[config.mk]
export PLATFORM = sky130hd
export DESIGN_NAME = rtc_xfer_seq
export DESIGN_NICKNAME = d
export VERILOG_FILES = /design/src/rtl/rtc_seq_pkg.sv /design/src/rtl/rtc_guard_timer.sv /design/src/rtl/rtc_retry_ctr.sv /design/src/rtl/rtc_field_bank.sv /design/src/rtl/rtc_xfer_seq.sv
export SDC_FILE = /design/constraint.sdc
export NUM_CORES = 1
export LEC_CHECK = 0
export BUFFER_PORTS_ARGS = -buffer_cell sky130_fd_sc_hd__buf_2
export CELL_PAD_IN_SITES_DETAIL_PLACEMENT = 0
export CELL_PAD_IN_SITES_GLOBAL_PLACEMENT = 1
export CORE_MARGIN = 4
export CORE_UTILIZATION = 40
export DETAILED_ROUTE_END_ITERATION = 16
export HOLD_SLACK_MARGIN = 0.08
export PLACE_DENSITY = 0.83
export SYNTH_ARGS = -nofsm -noshare
export SYNTH_HDL_FRONTEND = slang
export SYNTH_HIERARCHICAL = 1
export SYNTH_SLANG_ARGS = --single-unit
[constraint.sdc]
create_clock -name clk -period 2.6 [get_ports clk]
set_input_delay 0.52 -clock clk [delete_from_list [all_inputs] [get_ports clk]]
set_output_delay 0.52 -clock clk [all_outputs]
set_load 0.02 [all_outputs]
[src/rtl/rtc_seq_pkg.sv]
package rtc_seq_pkg;

   typedef enum logic [2:0] {
      ST_IDLE,
      ST_HS_WR,
      ST_HS_RD,
      ST_XFER,
      ST_GRD_RETRY,
      ST_GRD_END,
      ST_DONE
   } seq_state_t;

   localparam int          N_FIELDS  = 7;
   localparam int          NUM_STEPS = 13;
   localparam logic [3:0]  CTRL_ADDR = 4'hE;
   localparam logic [3:0]  CTRL_24H  = 4'h4;
   localparam logic [3:0]  WDAY_ADDR = 4'h6;

   // nibble address of transfer step s; the weekday register sits between
   // hours and day, so steps past hours skip two addresses
   function automatic logic [3:0] step_addr(input logic [3:0] s);
      if (s < 4'd6)       return s;
      else if (s < 4'd12) return s + 4'd2;
      else                return WDAY_ADDR;
   endfunction

   // field slot 0..6 (sec,min,hour,day,mon,year,wday) of step s
   function automatic logic [2:0] step_field(input logic [3:0] s);
      return (s < 4'd12) ? s[3:1] : 3'd6;
   endfunction

   // 0 = units nibble, 1 = tens nibble
   function automatic logic step_half(input logic [3:0] s);
      return (s < 4'd12) ? s[0] : 1'b0;
   endfunction

endpackage

[src/rtl/rtc_guard_timer.sv]
module rtc_guard_timer #(
   parameter  int CYCLES = 70,
   localparam int CW     = (CYCLES < 2) ? 1 : $clog2(CYCLES + 1)
) (
   input  logic clk,
   input  logic rst_n,
   input  logic start,
   output logic zero
);

   logic [CW-1:0] cnt_q;

   if (CYCLES < 1) begin : g_bad_cycles
      $error("rtc_guard_timer: CYCLES must be at least 1");
   end

   always_ff @(posedge clk or negedge rst_n) begin
      if (!rst_n)               cnt_q <= '0;
      else if (start)           cnt_q <= CW'(CYCLES - 1);
      else if (cnt_q != '0)     cnt_q <= cnt_q - 1'b1;
   end

   assign zero = (cnt_q == '0);

   // a new guard window only opens after the previous one has run out
   assert_guard_idle_at_start_R3: assert property (
      @(posedge clk) disable iff (!rst_n) start |-> zero);

endmodule

[src/rtl/rtc_retry_ctr.sv]
module rtc_retry_ctr #(
   parameter  int MAX_RETRY = 100,
   localparam int LIMIT     = MAX_RETRY + 1,
   localparam int RW        = $clog2(LIMIT + 1)
) (
   input  logic clk,
   input  logic rst_n,
   input  logic clr,
   input  logic inc,
   output logic exceeded
);

   logic [RW-1:0] cnt_q;

   if (MAX_RETRY < 0) begin : g_bad_retry
      $error("rtc_retry_ctr: MAX_RETRY must not be negative");
   end

   always_ff @(posedge clk or negedge rst_n) begin
      if (!rst_n)     cnt_q <= '0;
      else if (clr)   cnt_q <= '0;
      else if (inc)   cnt_q <= cnt_q + 1'b1;
   end

   assign exceeded = (cnt_q > RW'(MAX_RETRY));

   assert_retry_no_inc_past_limit_R4: assert property (
      @(posedge clk) disable iff (!rst_n) inc |-> !exceeded);

   assert_retry_bounded_R4: assert property (
      @(posedge clk) disable iff (!rst_n) cnt_q <= RW'(LIMIT));

endmodule

[src/rtl/rtc_field_bank.sv]
module rtc_field_bank #(
   parameter  int NIB_W    = 4,
   parameter  int N_FIELDS = 7,
   localparam int FIW      = $clog2(N_FIELDS),
   localparam int FW       = 2 * NIB_W,
   localparam int FLAT_W   = N_FIELDS * FW
) (
   input  logic              clk,
   input  logic              rst_n,
   input  logic              cap_en,
   input  logic [FLAT_W-1:0] cap_flat,
   input  logic [FIW-1:0]    sel_field,
   input  logic              sel_half,
   input  logic              ld_en,
   input  logic [NIB_W-1:0]  ld_nib,
   output logic [NIB_W-1:0]  put_nib,
   output logic [FLAT_W-1:0] get_flat
);

   logic [1:0][NIB_W-1:0] cap_q [N_FIELDS];
   logic [1:0][NIB_W-1:0] get_q [N_FIELDS];

   for (genvar f = 0; f < N_FIELDS; f++) begin : g_field
      always_ff @(posedge clk or negedge rst_n) begin
         if (!rst_n) begin
            cap_q[f] <= '0;
            get_q[f] <= '0;
         end else begin
            if (cap_en) cap_q[f] <= cap_flat[f*FW +: FW];
            if (ld_en && (sel_field == FIW'(f))) get_q[f][sel_half] <= ld_nib;
         end
      end
      assign get_flat[f*FW +: FW] = get_q[f];
   end

   always_comb begin
      put_nib = '0;
      for (int f = 0; f < N_FIELDS; f++) begin
         if (sel_field == FIW'(f)) put_nib = cap_q[f][sel_half];
      end
   end

   assert_field_in_range_R5: assert property (
      @(posedge clk) disable iff (!rst_n) ld_en |-> (int'(sel_field) < N_FIELDS));

endmodule

[src/rtl/rtc_xfer_seq.sv]
module rtc_xfer_seq
   import rtc_seq_pkg::*;
#(
   parameter  int CLK_NS       = 10,
   parameter  int GUARD_NS     = 700,
   parameter  int MAX_RETRY    = 100,
   parameter  int NIB_W        = 4,
   localparam int FW           = 2 * NIB_W,
   localparam int GUARD_CYCLES = (GUARD_NS + CLK_NS - 1) / CLK_NS,
   localparam int FIW          = $clog2(N_FIELDS)
) (
   input  logic             clk,
   input  logic             rst_n,
   input  logic             rd_req_i,
   input  logic             wr_req_i,
   input  logic [FW-1:0]    set_sec_i,
   input  logic [FW-1:0]    set_min_i,
   input  logic [FW-1:0]    set_hour_i,
   input  logic [FW-1:0]    set_day_i,
   input  logic [FW-1:0]    set_mon_i,
   input  logic [FW-1:0]    set_year_i,
   input  logic [NIB_W-1:0] set_wday_i,
   output logic [FW-1:0]    sec_o,
   output logic [FW-1:0]    min_o,
   output logic [FW-1:0]    hour_o,
   output logic [FW-1:0]    day_o,
   output logic [FW-1:0]    mon_o,
   output logic [FW-1:0]    year_o,
   output logic [NIB_W-1:0] wday_o,
   output logic             done_o,
   output logic             err_o,
   output logic             ce_o,
   output logic             nib_req_o,
   output logic             nib_wr_o,
   output logic [3:0]       nib_addr_o,
   output logic [NIB_W-1:0] nib_wdata_o,
   input  logic             nib_ack_i,
   input  logic [NIB_W-1:0] nib_rdata_i
);

   if (NIB_W < 4) begin : g_bad_nib
      $error("rtc_xfer_seq: NIB_W must be at least 4");
   end
   if (CLK_NS < 1 || GUARD_NS < 1) begin : g_bad_time
      $error("rtc_xfer_seq: CLK_NS and GUARD_NS must be positive");
   end

   seq_state_t        state_q, state_d;
   logic [3:0]        step_q;
   logic              op_wr_q;
   logic              err_q;
   logic              accept, busy_seen, last_step;
   logic              tmr_start, tmr_zero;
   logic              rc_clr, rc_inc, rc_exceeded;
   logic              ld_en;
   logic [NIB_W-1:0]  put_nib;
   logic [N_FIELDS*FW-1:0] cap_flat, get_flat;

   assign accept    = (state_q == ST_IDLE) && (rd_req_i || wr_req_i);
   assign busy_seen = nib_rdata_i[0];
   assign last_step = (step_q == 4'(NUM_STEPS - 1));

   // ---------------- state machine ----------------
   always_comb begin
      state_d = state_q;
      unique case (state_q)
         ST_IDLE:      if (accept) state_d = ST_HS_WR;
         ST_HS_WR:     if (nib_ack_i) state_d = ST_HS_RD;
         ST_HS_RD:     if (nib_ack_i) state_d = busy_seen ? ST_GRD_RETRY : ST_XFER;
         ST_XFER:      if (nib_ack_i && last_step) state_d = ST_GRD_END;
         ST_GRD_RETRY: if (tmr_zero) state_d = rc_exceeded ? ST_DONE : ST_HS_WR;
         ST_GRD_END:   if (tmr_zero) state_d = ST_DONE;
         ST_DONE:      state_d = ST_IDLE;
         default:      state_d = ST_IDLE;
      endcase
   end

   always_ff @(posedge clk or negedge rst_n) begin
      if (!rst_n) begin
         state_q <= ST_IDLE;
         step_q  <= '0;
         op_wr_q <= 1'b0;
         err_q   <= 1'b0;
      end else begin
         state_q <= state_d;
         if (accept) begin
            op_wr_q <= wr_req_i && !rd_req_i;
            err_q   <= 1'b0;
         end
         if (state_q == ST_HS_RD && nib_ack_i) step_q <= '0;
         else if (state_q == ST_XFER && nib_ack_i && !last_step) step_q <= step_q + 4'd1;
         if (state_q == ST_GRD_RETRY && tmr_zero && rc_exceeded) err_q <= 1'b1;
      end
   end

   // ---------------- nibble master interface ----------------
   assign nib_req_o   = (state_q == ST_HS_WR) || (state_q == ST_HS_RD) || (state_q == ST_XFER);
   assign ce_o        = nib_req_o;
   assign nib_wr_o    = (state_q == ST_HS_WR) || (state_q == ST_XFER && op_wr_q);
   assign nib_addr_o  = (state_q == ST_XFER) ? step_addr(step_q) : CTRL_ADDR;
   assign nib_wdata_o = (state_q == ST_HS_WR) ? NIB_W'(CTRL_24H) : put_nib;

   assign done_o = (state_q == ST_DONE);
   assign err_o  = done_o && err_q;

   // ---------------- helpers ----------------
   assign tmr_start = (state_q == ST_HS_RD && nib_ack_i && busy_seen) ||
                      (state_q == ST_XFER && nib_ack_i && last_step);
   assign rc_clr    = accept;
   assign rc_inc    = (state_q == ST_GRD_RETRY) && tmr_zero && !rc_exceeded;
   assign ld_en     = (state_q == ST_XFER) && nib_ack_i && !op_wr_q;

   assign cap_flat = {{(FW-NIB_W){1'b0}}, set_wday_i, set_year_i, set_mon_i,
                      set_day_i, set_hour_i, set_min_i, set_sec_i};

   rtc_guard_timer #(.CYCLES(GUARD_CYCLES)) u_guard (
      .clk   (clk),
      .rst_n (rst_n),
      .start (tmr_start),
      .zero  (tmr_zero)
   );

   rtc_retry_ctr #(.MAX_RETRY(MAX_RETRY)) u_retry (
      .clk      (clk),
      .rst_n    (rst_n),
      .clr      (rc_clr),
      .inc      (rc_inc),
      .exceeded (rc_exceeded)
   );

   rtc_field_bank #(.NIB_W(NIB_W), .N_FIELDS(N_FIELDS)) u_bank (
      .clk       (clk),
      .rst_n     (rst_n),
      .cap_en    (accept),
      .cap_flat  (cap_flat),
      .sel_field (FIW'(step_field(step_q))),
      .sel_half  (step_half(step_q)),
      .ld_en     (ld_en),
      .ld_nib    (nib_rdata_i),
      .put_nib   (put_nib),
      .get_flat  (get_flat)
   );

   assign sec_o  = get_flat[0*FW +: FW];
   assign min_o  = get_flat[1*FW +: FW];
   assign hour_o = get_flat[2*FW +: FW];
   assign day_o  = get_flat[3*FW +: FW];
   assign mon_o  = get_flat[4*FW +: FW];
   assign year_o = get_flat[5*FW +: FW];
   assign wday_o = get_flat[6*FW +: NIB_W];

   // ---------------- assertions ----------------
   assert_req_under_ce_R2: assert property (
      @(posedge clk) disable iff (!rst_n) nib_req_o |-> ce_o);

   assert_req_held_stable_R5: assert property (
      @(posedge clk) disable iff (!rst_n)
      (nib_req_o && !nib_ack_i) |=> (nib_req_o && $stable(nib_addr_o) && $stable(nib_wr_o)));

   assert_ce_low_after_fall_R3: assert property (
      @(posedge clk) disable iff (!rst_n) $fell(ce_o) |=> !ce_o);

   assert_done_single_cycle_R9: assert property (
      @(posedge clk) disable iff (!rst_n) done_o |=> !done_o);

   assert_err_only_with_done_R9: assert property (
      @(posedge clk) disable iff (!rst_n) err_o |-> done_o);

   assert_done_with_ce_low_R8: assert property (
      @(posedge clk) disable iff (!rst_n) done_o |-> (!ce_o && !nib_req_o));

   assert_write_nibble_stable_R7: assert property (
      @(posedge clk) disable iff (!rst_n)
      (nib_req_o && nib_wr_o && !nib_ack_i) |=> $stable(nib_wdata_o));

endmodule

==> results.cfg <==
[critical_path]
reg2reg_from = u_guard/cnt_q[0]
cp-start-kind = flop
crit_end = nib_wdata_o[0]
cp.arrival_ns = 2.29
path_max_fanout = 4
crit_type = reg2out
critPathCaptureType = primary output
required_ns = 2.08
reg2reg_setup_slack_ns = 0.17
r2r.worst_path.cells = 9
setup.worst_path.start = step_q[3]
rr_endpoint = u_retry/cnt_q[5]

[floorplanning]
die_x_microns = 133
start_util_pct = 41.1
coreArea_sq_mm = 0.0153
die-area_sq_mm = 0.0178
die_h_microns = 133
io_pins = 126
rows = 45

[pwr]
p_int_mw = 6.68
leakage_nw = 3.83
p_switching_mw = 3.47
p_seq_share_pct = 32.7
clkPwrFrac_pct = 26.0
power_density_mw_per_mm2 = 1250
power_frac_comb_pct = 41.3
sw_frac_of_total_pct = 34.2
vdd_drop_max_v = 0.000638

[routing]
vias = 4469
ant_nets = 0
drt-pass1-iter-count = 4
avgViaCountPerCell = 5.10
routed_wirelength_mm = 15.0
routedWlPerCell_microns = 17.2
drt_iter0_drc = 235
drc = 0

[layout]
final_area_sq_mm = 0.00810
drive_above_1_share_pct = 52.5
area_growth_syn_to_layout_pct = 28.6
fin_nets = 719
diodes = 0

[clock_network]
cts_tree = built
cts_buffers = 17
cts_sinks = 131
clkTransAtPathRegs_ns = 0.05
htreeDepth = 4
cts-root-buf = clkbuf_16
clock_latency_ns = 0.42
cts_buffer_depth = 2

[timing]
setup_tns_ns = -0.732
fin_ws_ns = -0.212
drv_slew = 0
max-slew-margin-rel_pct = 65.7
finalHoldViolCount = 0
fmaxAchievable_ghz = 0.356
period_minus_slack_ns = 2.81
clock_skew_ns = 0.00800
rsz0062_at_grt = true
worstMarginPinSlew_ns = 0.515
setup_violations = 4
fin_crit_sh_pct = 108

[worst_hold_path]
min_from = rd_req_i
hp-class = in2reg

[flow_run]
drv_cap = 0

[synth]
yosys_warnings = 6
syn_avg_cell_area_sq_um = 12.5
synth_cells = 504
syn_area_sq_mm = 0.00630

[placement]
pre_cts_slack_ns = 0.0578
hpwl_mm = 11.1
placed_area_sq_mm = 0.00725
port_buffers = 125
gp_congestion = 0.911

[global_route]
busiest_layer = met2
grtUsageTotal_pct = 17.5
grt_pass1_vias = 4705
grt_util_met1_pct = 22.7
grtUsageMet3_pct = 5.36
grt_max_degree = 66
use_met2_pct = 28.2
gr-total-overflow = 0
antenna_found_initial = 0
grt_pass1_wl_mm = 24.5

[status]
outcome = finished with violations
violations = negative setup slack
-- routing by layer --
layer	up-vias	wire, microns
met2	117	7390
li1	2109	-
met4	0	210
met3	21	869
met5	-	0
met1	2222	6580
-- timing repair --
action,CTS,global route
setup endpoints to repair,4,6
resized for setup,35,10
hold buffers,1,0
pin swaps,7,3
endpoints found under the hold margin,8,0
buffers inserted,5,1
-- critical path: stages, from the launching register on --
cell	delay (ns)
dfrtp_2	0.44
a21oi_4	0.18
buf_6	0.14
buf_6	0.10
mux2_4	0.30
o21a_1	0.18
o221ai_2	0.12
a31oi_1	0.11
nor2b_2	0.17
buf_6	0.14
-- final cells by class --
| cell class | count | area [sq um] |
|---|---|---|
| Timing Repair Buffer | 157 | 956 |
| Clock inverter | 12 | 201 |
| Fill cell | 1354 | 7210 |
| Clock buffer | 20 | 457 |
| Sequential cell | 131 | 3280 |
| Tap cell | 211 | 264 |
| Multi-Input combinational cell | 331 | 2890 |
| Inverter | 14 | 52.6 |
-- power groups by stage --
stage / combinational, mW / clock (mW) / sequential [mW]
final: 4.19 / 2.64 / 3.31
after global routing: 4.55 / 2.79 / 3.42
after CTS: 4.13 / 2.70 / 3.31
after detailed placement: 3.82 / 0 / 3.33
after global placement: 3.71 / 0 / 3.31
after floorplan: 2.66 / 0 / 3.36
-- worst min path at each step --
| stage | end | slack (ns) | depth (start not counted) |
|---|---|---|---|
| 2_1_floorplan | err_q | 0.22 | 0 |
| 3_3_place_gp | u_bank/get_flat[3] | 0.48 | 1 |
| 3_5_place_dp | u_bank/get_flat[35] | 0.49 | 1 |
| 4_1_cts | op_wr_q | 0.27 | 2 |
| 5_1_grt | op_wr_q | 0.27 | 2 |
| 6_report | op_wr_q | 0.28 | 2 |
-- cells in the final DEF (no fill, tap or decap), drive strengths merged, types with 3 or more instances in the layout --
| cell | n |
|---|---|
| ha | 6 |
| nor3b | 5 |
| buf | 156 |
| o31ai | 3 |
| a31oi | 4 |
| nor2b | 8 |
| mux2i | 14 |
| nor3 | 4 |
| dfrtp | 131 |
| a21oi | 15 |
| xor2 | 3 |
| conb | 4 |
| nand3 | 8 |
| o21ai | 19 |
| bufinv | 5 |
| and3 | 3 |
| o22ai | 6 |
| clkbuf | 20 |
| clkinv | 3 |
| o221ai | 4 |
| mux2 | 125 |
| nand2b | 6 |
| inv | 16 |
| nand2 | 19 |
| or3 | 4 |
| nor2 | 28 |
| o21a | 6 |
| nand4 | 5 |
-- sequential cells by signal, indices dropped and copies added, names as in the netlist --
register / count
op_wr_q: 1
state_q: 3
u_bank/get_flat: 52
u_retry/cnt_q: 7
step_q: 4
u_bank/cap_q: 56
err_q: 1
u_guard/cnt_q: 7
-- through the flow --
step                      hold slack [ns]  cells  power (mW)  utilization (%)
after CTS                           0.265    875        10.1             52.6
after detailed placement            0.489    837        7.16             47.4
after floorplan                     0.224    507        6.02                -
after global placement              0.484    837        7.02             47.4
after global routing                0.270    876        10.8             52.9
final                               0.283    876        10.1             52.9
Power figures use the tool's default switching activity.
